## config.mk

```make
export PLATFORM = sky130hd
export DESIGN_NAME = dl_fetch_seq
export DESIGN_NICKNAME = d
export VERILOG_FILES = /design/src/rtl/dl_seq_pkg.sv /design/src/rtl/dl_op_decode.sv /design/src/rtl/dl_line_timer.sv /design/src/rtl/dl_scan_bank.sv /design/src/rtl/dl_fetch_seq.sv
export SDC_FILE = /design/constraint.sdc
export NUM_CORES = 1
export LEC_CHECK = 0
export ABC_AREA = 1
export BUFFER_PORTS_ARGS = -buffer_cell sky130_fd_sc_hd__buf_2
export CAP_MARGIN = 20
export CELL_PAD_IN_SITES_DETAIL_PLACEMENT = 2
export CELL_PAD_IN_SITES_GLOBAL_PLACEMENT = 2
export CORE_ASPECT_RATIO = 1.4
export CORE_MARGIN = 1
export CORE_UTILIZATION = 27
export CTS_CLUSTER_DIAMETER = 50
export CTS_CLUSTER_SIZE = 28
export DETAILED_ROUTE_END_ITERATION = 12
export MAX_ROUTING_LAYER = met4
export PLACE_DENSITY_LB_ADDON = 0.1
export SLEW_MARGIN = 20
export SYNTH_ARGS = -nofsm -noshare
export SYNTH_HDL_FRONTEND = slang
export SYNTH_SLANG_ARGS = --single-unit
```

## constraint.sdc

```tcl
create_clock -name clk -period 1.7 [get_ports clk]
set_input_delay 0.255 -clock clk [delete_from_list [all_inputs] [get_ports clk]]
set_output_delay 0.255 -clock clk [all_outputs]
set_load 0.02 [all_outputs]
```

## src/rtl/dl_seq_pkg.sv

```systemverilog
package dl_seq_pkg;

   localparam int NUM_PTRS = 4;

   typedef enum logic [2:0] {
      C_EMPTY   = 3'd0,
      C_RSV1    = 3'd1,
      C_JUMP    = 3'd2,
      C_LOADMEM = 3'd3,
      C_REG8    = 3'd4,
      C_REG16   = 3'd5,
      C_RSV6    = 3'd6,
      C_RSV7    = 3'd7
   } ctrl_e;

   typedef enum logic [1:0] {
      S_WAIT_LINE,
      S_ISSUE,
      S_RECV,
      S_HOLD
   } st_e;

   typedef struct packed {
      logic       is_row;
      ctrl_e      ctrl;
      logic [2:0] arg;
      logic       flag7;
      logic       dbl;
      logic       multi;
      logic [2:0] mode;
      logic [3:0] mask;
   } op_dec_t;

endpackage

```

## src/rtl/dl_op_decode.sv

```systemverilog
module dl_op_decode
   import dl_seq_pkg::*;
(
   input  logic [7:0] opc,
   output op_dec_t    dec
);

   always_comb begin
      dec.is_row = opc[3];
      dec.ctrl   = ctrl_e'(opc[2:0]);
      dec.mode   = opc[2:0];
      dec.arg    = opc[6:4];
      dec.mask   = opc[7:4];
      dec.flag7  = opc[7];
      dec.dbl    = opc[4];
      dec.multi  = opc[5];
   end

endmodule

```

## src/rtl/dl_line_timer.sv

```systemverilog
module dl_line_timer #(
   parameter int CNT_W = 8
) (
   input  logic             clk,
   input  logic             rst_n,
   input  logic             load,
   input  logic [CNT_W-1:0] load_val,
   input  logic             tick,
   input  logic             clear,
   output logic             done,
   output logic [CNT_W-1:0] line_cnt
);

   logic [CNT_W-1:0] remain;

   always_ff @(posedge clk) begin
      if (!rst_n) begin
         remain   <= '0;
         line_cnt <= '0;
      end else if (clear) begin
         remain   <= '0;
         line_cnt <= '0;
      end else if (load) begin
         remain   <= load_val;
         line_cnt <= '0;
      end else if (tick && remain != '0) begin
         remain   <= remain - 1'b1;
         line_cnt <= line_cnt + 1'b1;
      end
   end

   assign done = (remain == '0);

endmodule

```

## src/rtl/dl_scan_bank.sv

```systemverilog
module dl_scan_bank #(
   parameter int PTR_W    = 16,
   parameter int STRIDE_W = 8,
   parameter int NUM      = 4
) (
   input  logic                      clk,
   input  logic                      rst_n,
   input  logic                      load_en,
   input  logic [NUM-1:0]            load_sel,
   input  logic [15:0]               load_val,
   input  logic                      adv_en,
   input  logic [STRIDE_W-1:0]       adv_amt,
   output logic [NUM-1:0][PTR_W-1:0] ptrs
);

   for (genvar g = 0; g < NUM; g++) begin : g_ptr
      if (g == 0) begin : g_adv
         always_ff @(posedge clk) begin
            if (!rst_n)
               ptrs[g] <= '0;
            else if (load_en && load_sel[g])
               ptrs[g] <= PTR_W'(load_val);
            else if (adv_en)
               ptrs[g] <= ptrs[g] + PTR_W'(adv_amt);
         end
      end else begin : g_fixed
         always_ff @(posedge clk) begin
            if (!rst_n)
               ptrs[g] <= '0;
            else if (load_en && load_sel[g])
               ptrs[g] <= PTR_W'(load_val);
         end
      end
   end

endmodule

```

## src/rtl/dl_fetch_seq.sv

```systemverilog
module dl_fetch_seq
   import dl_seq_pkg::*;
#(
   parameter int               PTR_W      = 16,
   parameter int               CNT_W      = 8,
   parameter int               STRIDE_W   = 8,
   parameter logic [PTR_W-1:0] LIST_START = '0
) (
   input  logic                clk,
   input  logic                rst_n,
   input  logic                line_start,
   input  logic                vblank,
   input  logic [STRIDE_W-1:0] stride,
   input  logic [CNT_W-1:0]    row_height,
   output logic                rd_en,
   output logic [PTR_W-1:0]    rd_addr,
   input  logic [7:0]          rd_data,
   output logic [PTR_W-1:0]    mem_scan,
   output logic [PTR_W-1:0]    fg_scan,
   output logic [PTR_W-1:0]    bg_scan,
   output logic [PTR_W-1:0]    chr_base,
   output logic                row_active,
   output logic                blank_line,
   output logic [2:0]          row_mode,
   output logic                row_double,
   output logic                row_multi,
   output logic [CNT_W-1:0]    row_line,
   output logic                dli_pulse,
   output logic                reg_we,
   output logic [2:0]          reg_idx,
   output logic                reg_wide,
   output logic [15:0]         reg_data
);

   if (PTR_W < 16) begin : g_bad_ptr
      $error("PTR_W must hold a 16-bit operand");
   end
   if (CNT_W < 3) begin : g_bad_cnt
      $error("CNT_W must hold a blank-line count");
   end
   if (STRIDE_W > PTR_W) begin : g_bad_stride
      $error("STRIDE_W must not exceed PTR_W");
   end

   st_e              st;
   logic [PTR_W-1:0] list_ptr;
   ctrl_e            op_ctrl_q;
   logic [2:0]       op_arg_q;
   logic             op_f7_q;
   logic             in_opnd;
   logic             byte_hi;
   logic [7:0]       lo_q;
   logic [3:0]       mask_q;
   logic             cur_row;
   op_dec_t          dec;

   dl_op_decode u_dec (.opc(rd_data), .dec(dec));

   logic             recv_op, recv_arg, arg_done;
   logic [15:0]      arg_word;
   logic [3:0]       first_sel, mask_left;
   logic             line_tick, tmr_done, tmr_load, hold_enter;
   logic             scan_load, scan_adv;
   logic [CNT_W-1:0] tmr_val;

   assign recv_op    = (st == S_RECV) && !in_opnd;
   assign recv_arg   = (st == S_RECV) && in_opnd;
   assign arg_done   = recv_arg && (byte_hi || op_ctrl_q == C_REG8);
   assign arg_word   = (op_ctrl_q == C_REG8) ? {8'h00, rd_data} : {rd_data, lo_q};
   assign first_sel  = mask_q & (~mask_q + 4'd1);
   assign mask_left  = mask_q & ~first_sel;
   assign line_tick  = (st == S_WAIT_LINE) && line_start;
   assign tmr_load   = recv_op && (dec.is_row || dec.ctrl == C_EMPTY);
   assign tmr_val    = dec.is_row ? row_height : CNT_W'(dec.arg);
   assign hold_enter = arg_done && op_ctrl_q == C_JUMP && op_f7_q;
   assign scan_load  = arg_done && op_ctrl_q == C_LOADMEM;
   assign scan_adv   = line_tick && tmr_done && cur_row;

   dl_line_timer #(.CNT_W(CNT_W)) u_timer (
      .clk(clk), .rst_n(rst_n), .load(tmr_load), .load_val(tmr_val),
      .tick(line_tick), .clear(hold_enter), .done(tmr_done), .line_cnt(row_line)
   );

   logic [NUM_PTRS-1:0][PTR_W-1:0] scan;

   dl_scan_bank #(.PTR_W(PTR_W), .STRIDE_W(STRIDE_W), .NUM(NUM_PTRS)) u_scan (
      .clk(clk), .rst_n(rst_n), .load_en(scan_load), .load_sel(first_sel),
      .load_val(arg_word), .adv_en(scan_adv), .adv_amt(stride), .ptrs(scan)
   );

   assign mem_scan = scan[0];
   assign fg_scan  = scan[1];
   assign bg_scan  = scan[2];
   assign chr_base = scan[3];
   assign rd_en    = (st == S_ISSUE);
   assign rd_addr  = list_ptr;

   always_ff @(posedge clk) begin
      if (!rst_n) begin
         st         <= S_WAIT_LINE;
         list_ptr   <= LIST_START;
         op_ctrl_q  <= C_EMPTY;
         op_arg_q   <= '0;
         op_f7_q    <= 1'b0;
         in_opnd    <= 1'b0;
         byte_hi    <= 1'b0;
         lo_q       <= '0;
         mask_q     <= '0;
         cur_row    <= 1'b0;
         row_active <= 1'b0;
         blank_line <= 1'b0;
         row_mode   <= '0;
         row_double <= 1'b0;
         row_multi  <= 1'b0;
         dli_pulse  <= 1'b0;
         reg_we     <= 1'b0;
         reg_idx    <= '0;
         reg_wide   <= 1'b0;
         reg_data   <= '0;
      end else begin
         dli_pulse <= 1'b0;
         reg_we    <= 1'b0;
         case (st)
            S_WAIT_LINE: begin
               if (line_start && tmr_done) st <= S_ISSUE;
            end
            S_ISSUE: begin
               list_ptr <= list_ptr + 1'b1;
               st       <= S_RECV;
            end
            S_RECV: begin
               if (!in_opnd) begin
                  op_ctrl_q <= dec.ctrl;
                  op_arg_q  <= dec.arg;
                  op_f7_q   <= dec.flag7;
                  byte_hi   <= 1'b0;
                  if (dec.is_row) begin
                     row_active <= 1'b1;
                     blank_line <= 1'b0;
                     row_mode   <= dec.mode;
                     row_double <= dec.dbl;
                     row_multi  <= dec.multi;
                     cur_row    <= 1'b1;
                     dli_pulse  <= dec.flag7;
                     st         <= S_WAIT_LINE;
                  end else begin
                     case (dec.ctrl)
                        C_EMPTY: begin
                           row_active <= 1'b0;
                           blank_line <= 1'b1;
                           row_mode   <= '0;
                           row_double <= 1'b0;
                           row_multi  <= 1'b0;
                           cur_row    <= 1'b0;
                           dli_pulse  <= dec.flag7;
                           st         <= S_WAIT_LINE;
                        end
                        C_JUMP, C_REG8, C_REG16: begin
                           in_opnd <= 1'b1;
                           st      <= S_ISSUE;
                        end
                        C_LOADMEM: begin
                           mask_q  <= dec.mask;
                           in_opnd <= (dec.mask != 4'd0);
                           st      <= S_ISSUE;
                        end
                        default: st <= S_ISSUE;
                     endcase
                  end
               end else if (!arg_done) begin
                  lo_q    <= rd_data;
                  byte_hi <= 1'b1;
                  st      <= S_ISSUE;
               end else begin
                  byte_hi <= 1'b0;
                  case (op_ctrl_q)
                     C_JUMP: begin
                        list_ptr <= PTR_W'(arg_word);
                        in_opnd  <= 1'b0;
                        if (op_f7_q) begin
                           row_active <= 1'b0;
                           blank_line <= 1'b1;
                           row_mode   <= '0;
                           row_double <= 1'b0;
                           row_multi  <= 1'b0;
                           cur_row    <= 1'b0;
                           st         <= S_HOLD;
                        end else begin
                           st <= S_ISSUE;
                        end
                     end
                     C_LOADMEM: begin
                        mask_q  <= mask_left;
                        in_opnd <= (mask_left != 4'd0);
                        st      <= S_ISSUE;
                     end
                     default: begin
                        reg_we   <= 1'b1;
                        reg_idx  <= op_arg_q;
                        reg_wide <= (op_ctrl_q == C_REG16);
                        reg_data <= arg_word;
                        in_opnd  <= 1'b0;
                        st       <= S_ISSUE;
                     end
                  endcase
               end
            end
            S_HOLD: begin
               if (vblank) st <= S_WAIT_LINE;
            end
            default: st <= S_WAIT_LINE;
         endcase
      end
   end

endmodule

```

==> metrics <==
Ports=146; Clock Root Buffer=clkbuf_16; Synth cell types=43; Avg Cell Area, Syn=6.96 um2; number of max-cap violations=0; first-pass GRT wire length=45.8 mm; fin util=41.4%; vias in the first global route=8479; layout cells sized above 1=38.3%; R2R setup slack=-0.1 ns; drt via density=4.92; initial antenna violation count=1; critical path class=reg2reg; post-synth top area share=42.3%; Post-Syn Instances=1007; Final Hold Fails=0; RR Startpoint=op_ctrl_q[0]; Post-route DRC=10; Starting Density=27.5%; Antenna Nets Post-Route=0; largest cells by area after synthesis=dfxtp_1, nand2_1, a21oi_1; DR iter-0 viols=234; all-layer global routing usage=23.2%; maximum clock path buffer count=2; Post-synth ARST share=0%; min-delay src=row_height[3]; power density cells=1060 nW/um2; final setup fails=31; Worst Hold Class=in2reg; f_max=556 MHz; worst IR drop on VDD=0.000670 V; Clk pin slew, worst setup/hold paths=0.06 ns; most area-hungry cell type in the Yosys netlist=dfxtp_1; Relative slew margins=66.3%; CTS tree=yes; Die Footprint=26600 um2; clock buffer count from CTS=17; nets=1331; crit-path cells=inv_2 > nand3_4 > buf_6 > a21oi_4 > nand2_4 > nor3_4 > buf_6 > clkbuf_16 > o21ai_1 > a21oi_1; worst-path fanout max=6; RSZ-0062 raised after global routing=true; worst setup slack after layout=-0.0972 ns; Crit path arrival time=2.16 ns; Hold EP=u_timer.remain[3]; Final min period=1.80 ns; CP Data Required Time=2.06 ns; Final Cycle Share=106%; port buffer count=145; row cnt=69; status=finished with violations; Clk Latency, worst-skew pair=0.44 ns; DIE WIDTH=138 um; CP most frequent cell=buf_6; Worst setup EP type=register; core area=25500 um2; gr ovfl total=0; critical path's slowest cell=dfxtp_2; synthesized flop and latch total=148; Slew @ Worst Pin=0.506 ns; CP Launch Type=register; fillcell total=2976; CTS sink cnt=148; reg2reg path depth=10; area of the multi-input gates=4000 um2; failing checks=design-rule violations, negative setup slack; Static Leak=4.82 nW; syn nets=1048; Layout area overhead=50.6%; GP Congestion=0.822; commonest non-fill, non-tap cells in the layout=nand2_1, buf_2, dfxtp_1, buf_4, a21oi_1; clock skew=0.0113 ns; critical path buffer and inverter count=4; Hold Path Depth=3; delay-heaviest family, CP=buffers and inverters; first drt pass iteration count=8; commonest non-fill, non-tap cell in the layout=nand2_1; Sum Neg Setup Slack=-1.40 ns; Seq/Total Area, Yosys=42.3%; Main synth FF type=dfxtp_1; Routed wire per std cell=19.0 um; largest net degree at the start of global routing=40; DPL Wire Length=22.0 mm; vias after detailed routing=7983; Reg-to-Reg End=u_scan.ptrs[45]; Post-synth EDFFs=0; # H-tree levels=4; register area=2990 um2; Post-Route WL=30.8 mm; YS warnings=0; count of pins over their slew limit=0; CP max stage delay=0.34 ns; synthesized cell area=7010 um2; chip height=193 um
[registers in the layout, summed over array words and instances (netlist names), 2 cells and up]
register	count
reg_data	16
op_arg_q	3
op_ctrl_q	3
st	2
lo_q	8
u_scan.ptrs	64
row_mode	3
u_timer.remain	8
reg_idx	3
u_timer.line_cnt	8
mask_q	4
rd_addr	16
[worst max-delay path by stage]
stage / cells past startpoint / slack, ns / end / start
6_report: 10 / -0.1 / u_scan.ptrs[45] / op_ctrl_q[0]
5_1_grt: 10 / -0.17 / u_scan.ptrs[45] / op_ctrl_q[0]
4_1_cts: 11 / -0.02 / u_scan.ptrs[6] / u_scan.ptrs[0]
3_5_place_dp: 9 / -0.18 / rd_addr[1] / op_ctrl_q[1]
3_3_place_gp: 9 / -0.21 / reg_data[1] / op_ctrl_q[1]
2_1_floorplan: 10 / -0.04 / u_scan.ptrs[8] / u_scan.ptrs[0]
[cells in the mapped netlist, types with 2 or more instances]
cell type,number
nand4_1,8
a31oi_1,8
buf_1,2
o21ai_0,101
buf_2,6
nand3_1,51
a211oi_1,5
o211ai_1,2
inv_2,6
nor3b_1,3
inv_1,94
xor2_1,10
buf_4,8
nor3_1,7
clkbuf_1,22
nand3b_1,3
xnor2_1,4
a21oi_1,123
clkinv_1,5
nand3_2,2
ha_1,12
nor2_1,100
or2_2,9
a22oi_1,3
o22ai_1,3
nor2_2,4
nand2_1,241
dfxtp_1,148
nand2_2,3
[kinds of logic (layout without fill, tap and decap cells)]
| group | Yosys count | after routing | share of synthesized area (%) |
|---|---|---|---|
| adder cells (fa/ha/maj) | 13 | 13 | 2.43 |
| XOR/XNOR | 14 | 14 | 1.75 |
| AND/OR/NAND/NOR | 436 | 436 | 26.3 |
| other | 0 | 1 | 0 |
| buffers and inverters | 143 | 438 | 8.20 |
| flip-flops | 148 | 148 | 42.3 |
| AO/OA/AOI/OAI | 253 | 253 | 19.0 |
[metrics by stage]
step	setup slack, ns	cell area (um2)	cells	power, mW	hold WS (ns)
global placement	-0.208	9000	1560	6.75	0.449
CTS	-0.0200	9900	1603	11.0	0.0517
finish	-0.0972	10500	1622	11.2	0.0701
global route	-0.174	10500	1622	11.7	0.0719
detailed placement	-0.184	9000	1560	6.84	0.457
floorplan	-0.0400	7030	1007	5.42	0.393
[worst reg2reg max path, stage by stage, from the launching register on]
cell	delay [ns]
dfxtp_2	0.34
inv_2	0.09
nand3_4	0.10
buf_6	0.13
a21oi_4	0.24
nand2_4	0.12
nor3_4	0.14
buf_6	0.19
clkbuf_16	0.18
o21ai_1	0.06
a21oi_1	0.15
[report_power, final]
group          total (mW)  internal [mW]  switching (mW)
logic                3.34           1.39            1.95
registers            3.86           3.69           0.176
clock network        3.99           2.31            1.68
[repair_timing]
action                                  in CTS  in global routing
resized for setup                           67                154
hold buffers                                 0                  0
pin swaps                                    8                 17
endpoints found under the hold margin        0                  0
endpoints found under the setup margin     103                111
setup buffers                               11                 14
gates cloned                                 1                  4
[per-layer routing]
| layer | wire, um | global-route usage [%] | vias to the layer above |
|---|---|---|---|
| met2 | 16700 | 43.0 | 122 |
| met3 | 739 | 3.35 | 43 |
| met4 | 799 | 8.34 | 0 |
| li1 | - | - | 3860 |
| met1 | 12600 | 25.2 | 3958 |
| met5 | 0 | - | - |
[area by class of cell]
| cell class | instances | share of cell area [%] |
|---|---|---|
| Sequential cell | 148 | 28.3 |
| Timing Repair Buffer | 302 | 20.1 |
| Clock inverter | 12 | 1.36 |
| Tap cell | 319 | 3.78 |
| Clock buffer | 19 | 4.40 |
| Antenna cell | 1 | 0.0237 |
| Multi-Input combinational cell | 716 | 38.0 |
| Inverter | 105 | 4.06 |
No activity file was read; power rests on OpenSTA's default activity.
